[src/rtl/srp_pkg.sv]
package srp_pkg;
    typedef enum logic [1:0] {
        S_IDLE = 2'd0,
        S_WR   = 2'd1,
        S_VF   = 2'd2,
        S_RD   = 2'd3
    } srp_state_e;
endpackage

[src/rtl/srp_ram.sv]
module srp_ram #(
    parameter int DATA_W = 12,
    parameter int DEPTH  = 16,
    parameter int ADDR_W = 4
) (
    input  logic              clk,
    input  logic              rst_n,
    input  logic              we,
    input  logic [ADDR_W-1:0] addr,
    input  logic [DATA_W-1:0] wdata,
    input  logic [ADDR_W-1:0] flt_addr,
    input  logic [DATA_W-1:0] flt_mask,
    input  logic [DATA_W-1:0] flt_val,
    output logic [DATA_W-1:0] rdata
);
    logic [DEPTH-1:0][DATA_W-1:0] mem_q;
    logic [DATA_W-1:0]            raw;

    always_ff @(posedge clk) begin
        if (!rst_n) begin
            mem_q <= '0;
        end else if (we) begin
            mem_q[addr] <= wdata;
        end
    end

    // stuck cells only show on the read side
    always_comb begin
        raw   = mem_q[addr];
        rdata = (addr == flt_addr) ? ((raw & ~flt_mask) | (flt_val & flt_mask)) : raw;
    end
endmodule

[src/rtl/srp_encode.sv]
module srp_encode #(
    parameter int USER_W = 8,
    parameter int SPARES = 2,
    parameter int PTR_W  = 3
) (
    input  logic [USER_W-1:0]             data,
    input  logic [SPARES-1:0][PTR_W-1:0]  ptr,
    input  logic [SPARES-1:0]             act,
    output logic [USER_W+2*SPARES-1:0]    phys
);
    assign phys[USER_W-1:0] = data;

    for (genvar i = 0; i < SPARES; i++) begin : g_sp
        // value bit then enable bit for each spare
        assign phys[USER_W+2*i]   = act[i] & data[ptr[i]];
        assign phys[USER_W+2*i+1] = act[i];
    end
endmodule

[src/rtl/srp_merge.sv]
module srp_merge #(
    parameter int USER_W = 8,
    parameter int SPARES = 2,
    parameter int PTR_W  = 3
) (
    input  logic [USER_W+2*SPARES-1:0]    raw,
    input  logic [SPARES-1:0][PTR_W-1:0]  ptr,
    input  logic [SPARES-1:0]             act,
    output logic [USER_W-1:0]             data
);
    always_comb begin
        data = raw[USER_W-1:0];
        // ascending order: a later (higher) spare overrides an earlier one
        for (int i = 0; i < SPARES; i++) begin
            if (act[i] && raw[USER_W+2*i+1]) begin
                data[ptr[i]] = raw[USER_W+2*i];
            end
        end
    end
endmodule

[src/rtl/spare_repair_ctrl.sv]
module spare_repair_ctrl
    import srp_pkg::*;
#(
    parameter int USER_W    = 8,
    parameter int SPARES    = 2,
    parameter int BLK_WORDS = 4,
    parameter int NUM_BLKS  = 4,
    localparam int PTR_W    = $clog2(USER_W),
    localparam int PHYS_W   = USER_W + 2*SPARES,
    localparam int DEPTH    = BLK_WORDS * NUM_BLKS,
    localparam int ADDR_W   = $clog2(DEPTH)
) (
    input  logic              clk,
    input  logic              rst_n,
    input  logic              req,
    input  logic              we,
    input  logic [ADDR_W-1:0] addr,
    input  logic [USER_W-1:0] wdata,
    input  logic [ADDR_W-1:0] flt_addr,
    input  logic [PHYS_W-1:0] flt_mask,
    input  logic [PHYS_W-1:0] flt_val,
    output logic              ready,
    output logic [USER_W-1:0] rdata,
    output logic              rvalid,
    output logic              err
);
    localparam int BLK_SH = $clog2(BLK_WORDS);
    localparam int BLK_W  = ADDR_W - BLK_SH;
    localparam int SP_W   = (SPARES > 1) ? $clog2(SPARES) : 1;

    typedef struct packed {
        srp_state_e                                st;
        logic [ADDR_W-1:0]                         addr;
        logic [USER_W-1:0]                         data;
        logic [USER_W-1:0]                         rdata;
        logic                                      rvalid;
        logic                                      err;
        logic [NUM_BLKS-1:0][SPARES-1:0][PTR_W-1:0] ptr;
        logic [NUM_BLKS-1:0][SPARES-1:0]           act;
        logic [NUM_BLKS-1:0][SPARES-1:0]           csp;
    } ctl_t;

    ctl_t d, q;

    logic [BLK_W-1:0]              blk;
    logic [SPARES-1:0][PTR_W-1:0]  cur_ptr;
    logic [SPARES-1:0]             cur_act;
    logic [SPARES-1:0]             cur_csp;
    logic [PHYS_W-1:0]             wphys, mem_rdata, mismatch;
    logic [USER_W-1:0]             merged, covered, new_user;
    logic [SPARES-1:0]             spare_bad;
    logic [PTR_W-1:0]              new_pos;
    logic [SP_W-1:0]               free_idx, bad_idx;
    logic                          have_free, mem_we;

    assign blk     = q.addr[ADDR_W-1:BLK_SH];
    assign cur_ptr = q.ptr[blk];
    assign cur_act = q.act[blk];
    assign cur_csp = q.csp[blk];

    srp_encode #(.USER_W(USER_W), .SPARES(SPARES), .PTR_W(PTR_W)) u_enc (
        .data(q.data), .ptr(cur_ptr), .act(cur_act), .phys(wphys)
    );

    srp_ram #(.DATA_W(PHYS_W), .DEPTH(DEPTH), .ADDR_W(ADDR_W)) u_ram (
        .clk(clk), .rst_n(rst_n), .we(mem_we), .addr(q.addr), .wdata(wphys),
        .flt_addr(flt_addr), .flt_mask(flt_mask), .flt_val(flt_val), .rdata(mem_rdata)
    );

    srp_merge #(.USER_W(USER_W), .SPARES(SPARES), .PTR_W(PTR_W)) u_mrg (
        .raw(mem_rdata), .ptr(cur_ptr), .act(cur_act), .data(merged)
    );

    // verify analysis of the read-back word
    always_comb begin
        mismatch  = mem_rdata ^ wphys;
        covered   = '0;
        spare_bad = '0;
        new_pos   = '0;
        free_idx  = '0;
        bad_idx   = '0;
        for (int i = 0; i < SPARES; i++) begin
            for (int p = 0; p < USER_W; p++) begin
                if (cur_act[i] && cur_ptr[i] == PTR_W'(p)) covered[p] = 1'b1;
            end
            spare_bad[i] = cur_act[i] & ~cur_csp[i]
                         & (mismatch[USER_W+2*i] | mismatch[USER_W+2*i+1]);
        end
        new_user  = mismatch[USER_W-1:0] & ~covered;
        have_free = ~&cur_act;
        for (int k = USER_W-1; k >= 0; k--) begin
            if (new_user[k]) new_pos = PTR_W'(k);
        end
        for (int i = SPARES-1; i >= 0; i--) begin
            if (!cur_act[i]) free_idx = SP_W'(i);
            if (spare_bad[i]) bad_idx = SP_W'(i);
        end
    end

    always_comb begin
        d        = q;
        d.rvalid = 1'b0;
        mem_we   = 1'b0;
        case (q.st)
            S_IDLE: begin
                if (req) begin
                    d.addr = addr;
                    d.data = wdata;
                    if (we) begin
                        d.st  = S_WR;
                        d.err = 1'b0;
                    end else begin
                        d.st = S_RD;
                    end
                end
            end
            S_WR: begin
                mem_we = 1'b1;
                d.st   = S_VF;
            end
            S_RD: begin
                d.rdata  = merged;
                d.rvalid = 1'b1;
                d.st     = S_IDLE;
            end
            S_VF: begin
                d.st = S_IDLE;
                if (|new_user) begin
                    if (have_free) begin
                        d.ptr[blk][free_idx] = new_pos;
                        d.act[blk][free_idx] = 1'b1;
                        d.st                 = S_WR;
                    end else begin
                        d.err = 1'b1;
                    end
                end else if (|spare_bad) begin
                    d.csp[blk][bad_idx] = 1'b1;
                    if (have_free) begin
                        d.ptr[blk][free_idx] = cur_ptr[bad_idx];
                        d.act[blk][free_idx] = 1'b1;
                        d.st                 = S_WR;
                    end else begin
                        d.err = 1'b1;
                    end
                end
            end
            default: d.st = S_IDLE;
        endcase
    end

    always_ff @(posedge clk) begin
        if (!rst_n) q <= '0;
        else        q <= d;
    end

    assign ready  = (q.st == S_IDLE);
    assign rdata  = q.rdata;
    assign rvalid = q.rvalid;
    assign err    = q.err;

    // an accepted request always makes the block busy on the next cycle
    p_busy_after_accept_r2: assert property (@(posedge clk) disable iff (!rst_n)
        (req && ready) |=> !ready);
    p_read_strobe_r2: assert property (@(posedge clk) disable iff (!rst_n)
        (req && ready && !we) |-> ##2 rvalid);
    p_err_clear_r5: assert property (@(posedge clk) disable iff (!rst_n)
        (req && ready && we) |=> !err);

    for (genvar b = 0; b < NUM_BLKS; b++) begin : g_ab
        for (genvar i = 0; i < SPARES; i++) begin : g_ai
            p_act_sticky_r3: assert property (@(posedge clk) disable iff (!rst_n)
                q.act[b][i] |=> q.act[b][i]);
            p_csp_needs_act_r9: assert property (@(posedge clk) disable iff (!rst_n)
                q.csp[b][i] |-> q.act[b][i]);
            if (i > 0) begin : g_ord
                p_lowest_first_r3: assert property (@(posedge clk) disable iff (!rst_n)
                    q.act[b][i] |-> q.act[b][i-1]);
            end
        end
    end
endmodule

[config.mk]
export PLATFORM = sky130hd
export DESIGN_NAME = spare_repair_ctrl
export DESIGN_NICKNAME = d
export VERILOG_FILES = /design/src/rtl/srp_pkg.sv /design/src/rtl/srp_ram.sv /design/src/rtl/srp_encode.sv /design/src/rtl/srp_merge.sv /design/src/rtl/spare_repair_ctrl.sv
export SDC_FILE = /design/constraint.sdc
export NUM_CORES = 1
export LEC_CHECK = 0
export BUFFER_PORTS_ARGS = -buffer_cell sky130_fd_sc_hd__buf_2
export CORE_ASPECT_RATIO = 0.5
export CORE_MARGIN = 3
export CORE_UTILIZATION = 55
export CTS_BUF_LIST = sky130_fd_sc_hd__clkbuf_4
export CTS_CLUSTER_DIAMETER = 200
export CTS_CLUSTER_SIZE = 14
export DETAILED_ROUTE_END_ITERATION = 10
export MAX_ROUTING_LAYER = met4
export PLACE_DENSITY = 0.79
export SLEW_MARGIN = 25
export SYNTH_ARGS = -nofsm -noshare
export SYNTH_HDL_FRONTEND = slang
export SYNTH_SLANG_ARGS = --single-unit
[constraint.sdc]
create_clock -name clk -period 3.8 [get_ports clk]
set_input_delay 0 -clock clk [delete_from_list [all_inputs] [get_ports clk]]
set_output_delay 0 -clock clk [all_outputs]
set_load 0.05 [all_outputs]
After elaboration in Yosys (flattened, before gate mapping)
Index checks and enable logic that the tools add are counted.
- register bits after elaboration: 256
- word-level logic and storage cells: 213
- order comparisons: 12
- equality and inequality tests: 23
- muxes and demuxes: 84
- bitwise gates (word level): 20
- reduce and logical (&&, ||, !) cells: 36
- operator list (cell ; number):
    192-bit bitwise mux ; 1
    32-bit 2-to-1 mux ; 2
    12-bit binary-select mux with 4-bit select ; 1
    24-bit bitwise mux ; 2
    12-bit demux with 4-bit select ; 1
    41-bit 2-to-1 mux ; 1
    12-bit 2-to-1 mux ; 3
    3-bit 2-to-1 mux ; 11
    33-bit 2-to-1 mux ; 1
    1-bit 2-to-1 mux ; 32
    12-bit AND ; 2
    3-bit == test, second input constant ; 8
    1-bit logical AND ; 24
    8-bit bitwise mux ; 2
    8-bit 2-to-1 mux ; 2
    8-bit bitwise OR ; 2
    14-bit 2-to-1 mux ; 1
    2-bit 2-to-1 mux ; 7
    6-bit binary-select mux with 2-bit select ; 1
    6-bit demux with 2-bit select ; 1
    3-bit by 2-bit == test with 1-bit output, second input constant ; 4
    6-bit 2-to-1 mux ; 2
    12-bit inverter ; 1
    12-bit bitwise OR ; 1
    other kinds (36) ; 62

Longest topological paths before layout
Gate-level depths: netlist of run 1.
- word-level depth: 20
- mapped depth: 15
- depth with buffers taken out: 12

Hierarchy
A second synthesis of run 1 with hierarchy kept.
- cell total of the unflattened synthesis: 1398
- area total of the unflattened synthesis: 13231.4 um^2
- by module, submodules not included (module ; instances ; cells an instance ; area an instance (um^2) ; seq. area each (um^2)):
    srp_ram ; 1 ; 971 ; 9272.6 ; 3843.7
    spare_repair_ctrl ; 1 ; 348 ; 3377.0 ; 1281.2
    srp_merge ; 1 ; 55 ; 364.1 ; 0.0
    srp_encode ; 1 ; 24 ; 217.7 ; 0.0

Least setup slack after synthesis of run 1
Ideal clock, no wire load.
- path type: register to register
- start point: register q[58] (netlist bit)
- end point: register q[32] (netlist bit)
- arrival: 4.003 ns
- data required time: 3.709 ns
- path slack: -0.294 ns
- stages on the path, launching flop included: 15
- clock period less this slack: 4.094 ns
- cells stage by stage: dfxtp_1 -> buf_6 -> buf_8 -> buf_6 -> buf_1 -> mux4_2 -> mux4_2 -> mux2_2 -> ha_1 -> and3b_1 -> mux2_4 -> a2bb2oi_2 -> nand3b_1 -> o22a_2 -> a311oi_1
- cells in the longest elaborated chain, start to end: 18
- elaborated cells on any way between the ends: 36
- those cells by class: 3 x eq/ne; 21 x mux; 8 x bitwise; 4 x reduce/logical
- ends and longest elaborated chain (element ; RTL line ; text):
    start: declaration ; spare_repair_ctrl.sv:43 ; ctl_t d, q;
    start signal: assignment ; spare_repair_ctrl.sv:152 ; if (!rst_n) q <= '0;
    start signal: assignment ; spare_repair_ctrl.sv:153 ; else q <= d;
    12-bit binary-select mux with 4-bit select ; srp_ram.sv:29 ; raw = mem_q[addr];
    12-bit 2-to-1 mux (not written as such) ; srp_ram.sv:29 ;
    12-bit AND ; srp_ram.sv:30 ; rdata = (addr == flt_addr) ? ((raw & ~flt_mask) | (flt_val & flt_mask)) : raw;
    12-bit bitwise OR ; srp_ram.sv:30 ;
    12-bit 2-to-1 mux (*) ; srp_ram.sv:30 ;
    12-bit XOR (*) ; spare_repair_ctrl.sv:76 ; mismatch = mem_rdata ^ wphys;
    8-bit AND ; spare_repair_ctrl.sv:89 ; new_user = mismatch[USER_W-1:0] & ~covered;
    3-bit 2-to-1 mux (8 in a row) ; spare_repair_ctrl.sv:92 ; if (new_user[k]) new_pos = PTR_W'(k);
    24-bit bitwise mux ; spare_repair_ctrl.sv:130 ; d.ptr[blk][free_idx] = new_pos;
    32-bit 2-to-1 mux ; spare_repair_ctrl.sv:129 ; if (have_free) begin
    33-bit 2-to-1 mux ; spare_repair_ctrl.sv:128 ; if (|new_user) begin
Every way passes the cells marked *; elsewhere a longest branch is shown, timed or not. The select of a mux whose other input is x is not followed.
A chain may end at the register's enable or synchronous reset.

Worst setup path after layout of run 1
Same ends and word-level chain as after synthesis.

==> results of run 1 <==
[where the power goes]
part | switching (mW) | internal, mW | total, mW
Combinational | 0.445 | 0.259 | 0.703
Clock | 0.858 | 0.292 | 1.15
Sequential | 0.0309 | 2.71 | 2.74
[cells by family (layout without fill, tap and decap cells)]
group,Yosys count,count (layout),synth area share (%)
and+or+nand+nor,604,604,20.70
AOI/OAI and AO/OA,317,317,15.19
DFF,256,256,42.05
buffers and inverters,143,176,5.246
muxes,105,105,16.11
xor gates and xnor gates,7,7,0.5030
adders and majority gates,2,2,0.2053
other,0,2,0
[per-stage QoR]
| step | setup WS (ns) | TNS (ns) |
|---|---|---|
| final | 0.04415 | 0 |
| after global routing | -0.02384 | -0.03496 |
| after floorplan | 0.005761 | 0 |
| after detailed placement | 0.01387 | 0 |
| after global placement | 0.08907 | 0 |
| after CTS | 0.02075 | 0 |
[worst max-delay path, stage by stage (launching register included)]
cell	delay (ns)
dfxtp_4	0.40
buf_4	0.18
mux4_2	0.51
mux4_2	0.53
mux2_4	0.30
ha_4	0.26
and3b_1	0.16
mux2_4	0.29
a2bb2oi_2	0.18
nand3b_1	0.26
o22a_4	0.31
a311oi_1	0.26
[cell type report]
class | instances | area, sq um
inverter | 12 | 50.05
antenna | 2 | 5.005
clock buffer | 23 | 172.7
timing repair buffer | 139 | 1070
clock inverter | 2 | 20.02
fill | 1714 | 7836
multi-input combinational | 1035 | 6501
tap | 292 | 365.4
sequential | 256 | 5136
[per-layer routing]
layer | routed length [um] | track usage [%] | vias to the layer above
met5 | 0 | - | -
met4 | 1441 | 11.49 | 0
met3 | 4528 | 5.969 | 127
met2 | 16500 | 47.40 | 759
met1 | 14530 | 40.88 | 5320
li1 | - | - | 5002
[cell usage after synthesis, types with 4 or more instances]
cell | number | area, sq um
buf_4 | 15 | 112.6
nand2_1 | 458 | 1719
nand4_1 | 5 | 31.28
and2_1 | 14 | 87.58
nand3_1 | 17 | 85.08
a211oi_1 | 14 | 105.1
dfxtp_1 | 256 | 5125
mux2_2 | 11 | 123.9
buf_2 | 9 | 45.04
a22o_1 | 8 | 70.07
mux4_2 | 61 | 1374
a311oi_1 | 10 | 87.58
inv_1 | 11 | 41.29
mux4_1 | 6 | 157.7
and3_1 | 11 | 68.82
a31oi_1 | 4 | 25.02
a21oi_1 | 235 | 1176
buf_1 | 5 | 18.77
nor3_1 | 12 | 60.06
mux2i_1 | 23 | 230.2
a22oi_1 | 10 | 75.07
o21ai_0 | 8 | 40.04
o21a_1 | 4 | 30.03
a21bo_2 | 4 | 40.04
clkbuf_1 | 97 | 364.1
xnor2_1 | 6 | 52.55
nor2_1 | 46 | 172.7
nor2b_1 | 15 | 93.84
nand2b_1 | 10 | 62.56
a32oi_1 | 5 | 43.79
[path summary, 6_finish.rpt]
path	slack, ns	startpoint	cells past startpoint	to
setup / recovery	0.04	q[58]	11	q[32]
hold / removal	0.09	we	3	err
setup reg to reg	0.04	q[58]	11	q[32]
hold reg to reg	0.46	u_ram.mem_q[187]	2	u_ram.mem_q[187]
[state kept, by name, indices dropped and copies added, names as in the netlist]
| register | count |
|---|---|
| err | 1 |
| q | 52 |
| rdata | 8 |
| blk | 2 |
| u_ram.mem_q | 192 |
| rvalid | 1 |
[what timing repair did]
action | CTS | global route
gates cloned | 0 | 0
resized for setup | 2 | 18
setup endpoints to repair | 6 | 32
hold endpoints to repair | 34 | 0
buffers inserted | 0 | 3
pin swaps | 0 | 3
hold buffers | 32 | 0
==> results.md, run 1 <==
| Group | Item | Value |
| --- | --- | --- |
| die | Number of standard-cell rows in the floorplan | 37 |
| die | Total Die Area | 24090 sq um |
| power and ir drop | P per Cell Area | 344.7 nW/um^2 |
| clocking | CTS H-tree lvls | 1 |
| drt | Vias per Instance | 6.365 |
| place | Placed inst area | 12670 sq um |
| layout | Net count, final | 1512 |
| clocking | Clock transition at the registers of the reported paths | 0.16 ns |
| synth | Post-Synthesis Cell Area | 12190 sq um |
| drt | Length of the first detailed-routing pass in iterations | 6 |
| sta | Headroom to the max-slew limit | 26.19% |
| drt | Routed WL per cell | 21.01 um |
| power and ir drop | Worst ir drop on vdd | 0.1339 mV |
| die | Ports placed on the boundary | 55 |
| synth | Sequential cell area fraction in the yosys report | 42.05% |
| drt | Total wirelength of the detailed-routed design | 37.00 mm |
| place | Placed wire-length estimate after detailed placement | 24.87 mm |
| power and ir drop | Total leakage power | 4.393 nW |
| layout | Final standard cell utilization of the core | 62.96% |
| synth | Synth Register Bits | 256 |
| synth | Average cell area after synthesis | 8.499 sq um |
| critical path | Crit path capture type | flop |
| sta | Final Hold Fails | 0 |
| critical path | Setup Crit Path Kind | flop to flop |
| layout | Fraction of layout instances using a drive strength above 1 | 15.61% |
| job | Max cap viols | 0 |
| clocking | Clock buffer count from CTS | 22 |
| sta | Final count of pins violating max slew | 0 |
| place | Input/output buffers | 54 |
| die | Starting Density | 57.61% |
| place | Final weighted congestion in routability-driven placement | 0.9611 |
| clocking | Clock net sink count | 256 |
| global routing | Wire length of the first global-routing pass | 57.84 mm |
| synth | Gate count after technology mapping | 1434 |
| critical path | Required time of the critical path | 4.39 ns |
| die | Area of the core region | 21160 sq um |
| drt | Overall via count from detail_route | 11210 |
| sta | Final critical-path required period | 3.756 ns |
| layout | Commonest cells after routing, fill and taps aside | nand2_1, dfxtp_1, a21oi_1 |
| synth | Number of enable flip-flop cells after synthesis | 0 |
| synth | Share of synthesized registers carrying an async set or reset | 0% |
| run status | Outcome | completed |
| sta | Final period utilization | 98.84% |
| die | Die Span Y | 111.3 um |
| die | Die W | 216.5 um |
| layout | Final standard cell area without fillers | 13320 sq um |
| power and ir drop | Overall power consumption | 4.592 mW |
| layout | Commonest non-fill, non-tap cell in the layout | nand2_1 |
| global routing | Largest net degree at the start of global routing | 123 |
| critical path | CP startpoint kind | flop |
| sta | Slew @ Worst Pin | 1.103 ns |
| critical path | Worst-path fanout max | 8 |
| clocking | Insertion delay to the later sink of the worst-skew pair | 0.71 ns |
| sta | Setup repair after global routing missed its margin | true |
| global routing | Vias in the first global route | 10540 |
| global routing | Antenna violations before repair | 1 |
| sta | Final clock skew | 0.04436 ns |
| clocking | Worst-case clock buffer depth | 3 |
| sta | Finish-stage setup viols | 0 |
| clocking | TritonCTS clock tree | yes |
| critical path | Data arrival time of the worst path | 4.34 ns |
| sta | Hold slack | 0.08595 ns |
| layout | Final Non-Filler Cells | 1761 |
| sta | Fmax | 0.2663 GHz |
| drt | Post-route antenna net violation count | 0 |
| synth | Most frequently used flop master after synthesis | dfxtp_1 |
| hold path | Class of the tightest hold or removal check | primary input to flop |
| synth | Number of warnings reported in the yosys synthesis log | 0 |
| drt | Residual DRC count | 0 |
| synth | Count of cell types in the netlist | 61 |
| drt | Iteration-0 DRC Markers | 1697 |
| global routing | Total track usage | 30.89% |
| synth | Number of nets produced by synthesis | 1480 |
| global routing | Remaining Overflow, GRT | 0 |
| clocking | Clock root buffer master | clkbuf_4 |
| layout | Area delta synth->final | 9.291% |
| place | Placed cell count | 1699 |
Power figures use the tool's default switching activity.
==> inputs of run 2 (changes only) <==
- MAX_ROUTING_LAYER: met4 -> unset
==> run 2 against run 1 <==
The flow now finishes with violations (negative setup slack). Combinational power grew 1%. Wire length increased by 2.4%. Sequential share of layout area decreased by 0.25 points. Clock power hardly changed. Non-clock buffer count grew 9. Final cell count is 0.51% higher. Critical path depth unchanged. Setup slack got worse by 0.063 ns. Highest routed layer is now met5. Critical path type unchanged. Sequential power is essentially flat. Hold slack got worse by 0.050 ns. Sequential cell count unchanged. Cell area is 0.65% higher.
==> results.md, run 2 (same netlist as run 1, synthesis figures left out) <==
| Group | Item | Value |
| --- | --- | --- |
| sta | Final worst-path setup slack | -0.01865 ns |
| drt | Total wirelength of the detailed-routed design | 37.88 mm |
| global routing | Wire length of the first global-routing pass | 58.46 mm |
| global routing | Total track usage | 30.27% |
| layout | Commonest cells after routing, fill and taps aside | nand2_1, dfxtp_1, a21oi_1 |
| critical path | Worst Setup SP | q[58] |
| place | Placed cell count | 1700 |
| hold path | Hold path startpoint | we |
| layout | Net count, final | 1521 |
| critical path | Worst path max stage delay | 0.53 ns |
| critical path | Worst R2R End | q[37] |
| place | Input/output buffers | 54 |
| hold path | Hold endpoint | err |
| layout | Area delta synth->final | 9.999% |
| sta | Hold slack | 0.03556 ns |
| critical path | R2r setup slk | -0.02 ns |
| layout | Largest register by flop count | u_ram.mem_q |
| critical path | Required time of the critical path | 4.33 ns |
| sta | Setup repair after global routing missed its margin | true |
| critical path | Crit path capture type | flop |
| clocking | Clock root buffer master | clkbuf_4 |
| die | Total Die Area | 24090 sq um |
| sta | Final Hold Fails | 0 |
| run status | Outcome | finished with violations |
| die | Die W | 216.5 um |
| clocking | TritonCTS clock tree | yes |
| sta | Sum of negative setup slack | -0.01865 ns |
| critical path | Setup Crit Path Kind | flop to flop |
| drt | Overall via count from detail_route | 11280 |
| drt | Residual DRC count | 0 |
| sta | Final count of pins violating max slew | 0 |
| layout | Filler Cells Inserted | 1671 |
| die | Ports placed on the boundary | 55 |
| sta | Final period utilization | 100.5% |
| drt | Post-route antenna net violation count | 0 |
| clocking | Worst-case clock buffer depth | 3 |
| job | Max cap viols | 0 |
| clocking | Clock net sink count | 256 |
| clocking | Clock transition at the registers of the reported paths | 0.17 ns |
| critical path | Crit-path cells | buf_12 > mux4_2 > mux4_2 > mux2_4 > ha_4 > and3b_1 > mux2_4 > o211ai_4 > mux2i_2 > a2bb2oi_4 > a311oi_1 |
| place | Placed wire-length estimate after detailed placement | 24.89 mm |
| clocking | CTS H-tree lvls | 1 |
| hold path | Hold path cells | 3 |
| critical path | Launching point of the worst reg2reg path | q[58] |
| clocking | Clock buffer count from CTS | 22 |
| power and ir drop | Worst ir drop on vdd | 0.1485 mV |
| layout | Largest register FFs | 192 |
| critical path | CP startpoint kind | flop |
| layout | Fraction of layout instances using a drive strength above 1 | 15.92% |
| critical path | Worst-path fanout max | 8 |
| die | Starting Density | 57.61% |
| layout | Commonest non-fill, non-tap cell in the layout | nand2_1 |
| die | Area of the core region | 21160 sq um |
| run status | Violations in the final reports | negative setup slack |
| critical path | Data arrival time of the worst path | 4.35 ns |
| die | Die Span Y | 111.3 um |
| place | Final weighted congestion in routability-driven placement | 0.9944 |
| drt | Routed WL per cell | 21.40 um |
| sta | Final critical-path required period | 3.819 ns |
| die | Number of standard-cell rows in the floorplan | 37 |
| sta | Fmax | 0.2619 GHz |
| global routing | Antenna violations before repair | 3 |
| clocking | Insertion delay to the later sink of the worst-skew pair | 0.72 ns |
| critical path | Cell type of the slowest stage on the worst timing path | mux4_2 |
| drt | Length of the first detailed-routing pass in iterations | 6 |
| drt | Iteration-0 DRC Markers | 1723 |
| layout | Final Non-Filler Cells | 1770 |
| sta | Headroom to the max-slew limit | 24.42% |
| drt | Vias per Instance | 6.375 |
| sta | Slew @ Worst Pin | 1.130 ns |
| hold path | Class of the tightest hold or removal check | primary input to flop |
| critical path | Depth of the worst register-to-register path | 11 |
| global routing | Largest net degree at the start of global routing | 126 |
| power and ir drop | Total leakage power | 4.426 nW |
| sta | Finish-stage setup viols | 1 |
| global routing | Vias in the first global route | 10820 |
| global routing | Remaining Overflow, GRT | 0 |
| power and ir drop | P per Cell Area | 344.7 nW/um^2 |
| sta | Final clock skew | 0.04998 ns |
-- run 2: metrics by stage --
| stage | setup WS, ns | power, mW | utilization (%) | instance area [sq um] |
|---|---|---|---|---|
| 5_1_grt | -0.03145 | 4.763 | 63.37 | 13410 |
| 3_5_place_dp | -0.01320 | 3.411 | 59.92 | 12680 |
| 3_3_place_gp | 0.07011 | 3.399 | 59.92 | 12680 |
| 4_1_cts | 0.01196 | 4.565 | 62.82 | 13290 |
| 2_1_floorplan | 0.005761 | 3.217 | - | 12230 |
| 6_report | -0.01865 | 4.622 | 63.37 | 13410 |
-- run 2: worst max path at each step --
| stage | endpoint | slack (ns) |
|---|---|---|
| final | q[37] | -0.02 |
| after global routing | q[31] | -0.03 |
| after CTS | q[37] | 0.01 |
| after detailed placement | q[37] | -0.01 |
| after global placement | q[25] | 0.07 |
| after floorplan | q[19] | 0.006 |
-- run 2: worst max-delay path, delay by kind of cell (launching register included) --
family / cells / cell delay, ns
AOI/OAI and AO/OA: 3 / 0.71
adders and majority gates: 1 / 0.26
buffers and inverters: 1 / 0.15
DFF: 1 / 0.39
muxes: 5 / 1.95
and+or+nand+nor: 1 / 0.18
-- run 2: what timing repair did --
action | CTS | global route
cloned | 0 | 1
hold buffers | 40 | 0
gates resized for setup | 4 | 14
setup endpoints to repair | 7 | 32
setup buffers | 0 | 2
endpoints found under the hold margin | 34 | 0
pin swaps | 0 | 3
-- run 2: layer usage --
layer | routed length, um | track usage (%)
met2 | 17010 | 47.78
met5 | 12 | 0
met1 | 14480 | 40.40
met3 | 4737 | 7.092
met4 | 1629 | 12.06
-- run 2: where the power goes --
part	total (mW)	internal, mW	switching (mW)
logic	0.710	0.264	0.445
registers	2.74	2.71	0.0288
clock network	1.17	0.292	0.883
total	4.62	3.26	1.36
-- run 2: final cells by class --
cell class | count | area, sq um | area share [%]
Multi-Input combinational cell | 1035 | 6491 | 48.42
Sequential cell | 256 | 5136 | 38.31
Timing Repair Buffer | 148 | 1166 | 8.698
Tap cell | 292 | 365.4 | 2.725
Clock buffer | 23 | 172.7 | 1.288
Inverter | 12 | 50.05 | 0.3733
Clock inverter | 2 | 20.02 | 0.1493
Antenna cell | 2 | 5.005 | 0.03733
==> inputs of run 3 (changes only) <==
- HOLD_SLACK_MARGIN: unset -> 0.15
==> run 3 against run 2 <==
The flow still finishes with violations (negative setup slack). Clock power barely moved. Sequential cell count is the same. Core utilization increased by 1.2 points. Clock skew hardly changed. Critical endpoint unchanged. Largest cell class unchanged.
==> results.md, run 3 (same netlist as run 1, synthesis figures left out) <==
| Group | Item | Value |
| --- | --- | --- |
| die | Ports placed on the boundary | 55 |
| die | Starting Density | 57.61% |
| drt | Iteration-0 DRC Markers | 1782 |
| global routing | Largest net degree at the start of global routing | 126 |
| power and ir drop | Overall power consumption | 4.652 mW |
| layout | Final standard cell area without fillers | 13650 sq um |
| critical path | Worst Setup SP | q[58] |
| clocking | CTS H-tree lvls | 1 |
| place | Placed wire-length estimate after detailed placement | 24.89 mm |
| critical path | R2r setup slk | -0.02 ns |
| power and ir drop | Sw frac | 29.54% |
| critical path | Crit-path cells | buf_6 > mux4_2 > mux4_2 > mux2_4 > ha_4 > and3b_1 > mux2_4 > o211ai_4 > mux2i_2 > a2bb2oi_4 > a311oi_2 |
| layout | Final Non-Filler Cells | 1795 |
| clocking | Insertion delay to the later sink of the worst-skew pair | 0.72 ns |
| layout | Area delta synth->final | 12.00% |
| sta | Hold slack | 0.1760 ns |
| power and ir drop | Logic pwr share | 15.8% |
| sta | Slew @ Worst Pin | 1.105 ns |
| run status | Outcome | finished with violations |
| critical path | Setup Crit Path Kind | flop to flop |
| sta | Final period utilization | 100.5% |
| critical path | Crit path capture type | flop |
| global routing | Remaining Overflow, GRT | 0 |
| place | Input/output buffers | 54 |
| layout | Commonest non-fill, non-tap cell in the layout | nand2_1 |
| die | Die Span Y | 111.3 um |
| clocking | Worst-case clock buffer depth | 3 |
| power and ir drop | Relative contribution of the clock network to total power | 25.3% |
| global routing | Wire length of the first global-routing pass | 60.22 mm |
| critical path | Depth of the worst register-to-register path | 11 |
| die | Total Die Area | 24090 sq um |
| critical path | Data arrival time of the worst path | 4.36 ns |
| drt | Routed WL per cell | 21.62 um |
| sta | Sum of negative setup slack | -0.02556 ns |
| sta | Setup repair after global routing missed its margin | true |
| hold path | Class of the tightest hold or removal check | primary input to flop |
| place | Worst setup slack after placement | -0.01320 ns |
| die | Number of standard-cell rows in the floorplan | 37 |
| job | Max cap viols | 0 |
| critical path | Worst R2R End | q[37] |
| global routing | Antenna violations before repair | 1 |
| place | Placed cell count | 1700 |
| sta | Finish-stage setup viols | 2 |
| global routing | Vias in the first global route | 10990 |
| drt | Residual DRC count | 0 |
| power and ir drop | Worst ir drop on vdd | 0.1453 mV |
| sta | Final clock skew | 0.04953 ns |
| global routing | Total track usage | 31.29% |
| place | Placed inst area | 12680 sq um |
| sta | Final count of pins violating max slew | 0 |
| critical path | Cell type of the slowest stage on the worst timing path | mux4_2 |
| critical path | CP startpoint kind | flop |
| power and ir drop | Total leakage power | 4.532 nW |
| layout | Net count, final | 1547 |
| die | Area of the core region | 21160 sq um |
| clocking | Clock buffer count from CTS | 22 |
| layout | Fraction of layout instances using a drive strength above 1 | 15.65% |
| sta | Headroom to the max-slew limit | 26.06% |
| place | Final weighted congestion in routability-driven placement | 0.9944 |
| power and ir drop | P per Cell Area | 340.8 nW/um^2 |
| drt | Post-route antenna net violation count | 0 |
| critical path | Worst path max stage delay | 0.52 ns |
| critical path | Required time of the critical path | 4.34 ns |
| layout | Final standard cell utilization of the core | 64.52% |
| critical path | CP Buf/Inv Count | 1 |
| critical path | Depth of the critical timing path with buffers and inverters included | 11 |
| sta | Fmax | 0.2619 GHz |
| sta | Final critical-path required period | 3.819 ns |
| critical path | Launching point of the worst reg2reg path | q[58] |
| sta | Final worst-path setup slack | -0.01869 ns |
| layout | Largest register FFs | 192 |
| drt | Length of the first detailed-routing pass in iterations | 6 |
| clocking | Clock transition at the registers of the reported paths | 0.16 ns |
| hold path | Hold path startpoint | we |
| die | Die W | 216.5 um |
| drt | Total wirelength of the detailed-routed design | 38.80 mm |
| layout | Largest register by flop count | u_ram.mem_q |
| drt | Vias per Instance | 6.411 |
| critical path | Kind of cell with the highest combined delay on the critical path | multiplexers |
| critical path | Worst-path fanout max | 8 |
| clocking | Clock net sink count | 256 |
| run status | Violations in the final reports | negative setup slack |
| critical path | Crit path capture | q[37] |
| clocking | TritonCTS clock tree | yes |
| sta | Final Hold Fails | 0 |
| drt | Overall via count from detail_route | 11510 |
| power and ir drop | Sequential power share | 58.9% |
| layout | Commonest cells after routing, fill and taps aside | nand2_1, dfxtp_1, a21oi_1 |
| clocking | Clock root buffer master | clkbuf_4 |
| power and ir drop | Cell-internal power | 3.278 mW |
| power and ir drop | Net switching power of the design | 1.374 mW |
==> run 3: power groups by stage <==
stage / logic (mW) / clock network, mW / registers [mW]
after floorplan: 0.438 / 0 / 2.78
after global placement: 0.601 / 0 / 2.80
after detailed placement: 0.612 / 0 / 2.80
after CTS: 0.675 / 1.17 / 2.74
after global routing: 0.769 / 1.27 / 2.74
final: 0.735 / 1.18 / 2.74
==> run 3: per-layer routing <==
metal  GRT usage (%)  vias up  part of all wire (%)
met5               0        -                     0
met4           13.32        0                   5.2
met3           6.982      186                    12
met2           49.35      803                    45
met1           41.65     5447                    38
li1                -     5071                     -
==> run 3: worst min-delay path, delay by kind of cell <==
kind                   cells  cell delay, ns
AO/OA/AOI/OAI              1            0.13
buffers and inverters      3            0.65
AND/OR/NAND/NOR            1            0.05
==> run 3: worst min path at each step <==
stage	to	slack, ns	cells past startpoint
after floorplan	err	0.1	1
after detailed placement	err	0.21	2
final	q[63]	0.18	5
after CTS	q[63]	0.16	5
after global routing	rdata[7]	0.20	7
after global placement	err	0.20	2
==> run 3: timing repair <==
action	in CTS	in global routing
pin swaps	0	4
gates resized for setup	4	15
buffers inserted	0	2
endpoints found under the hold margin	40	0
hold buffers	67	0
endpoints found under the setup margin	7	35
==> run 3: layout make-up <==
| cell class | instances | area [sq um] |
|---|---|---|
| antenna | 1 | 2.502 |
| sequential | 256 | 5136 |
| tap | 292 | 365.4 |
| timing repair buffer | 174 | 1404 |
| clock inverter | 2 | 20.02 |
| fill | 1633 | 7506 |
| multi-input combinational | 1035 | 6500 |
| clock buffer | 23 | 172.7 |
| inverter | 12 | 50.05 |
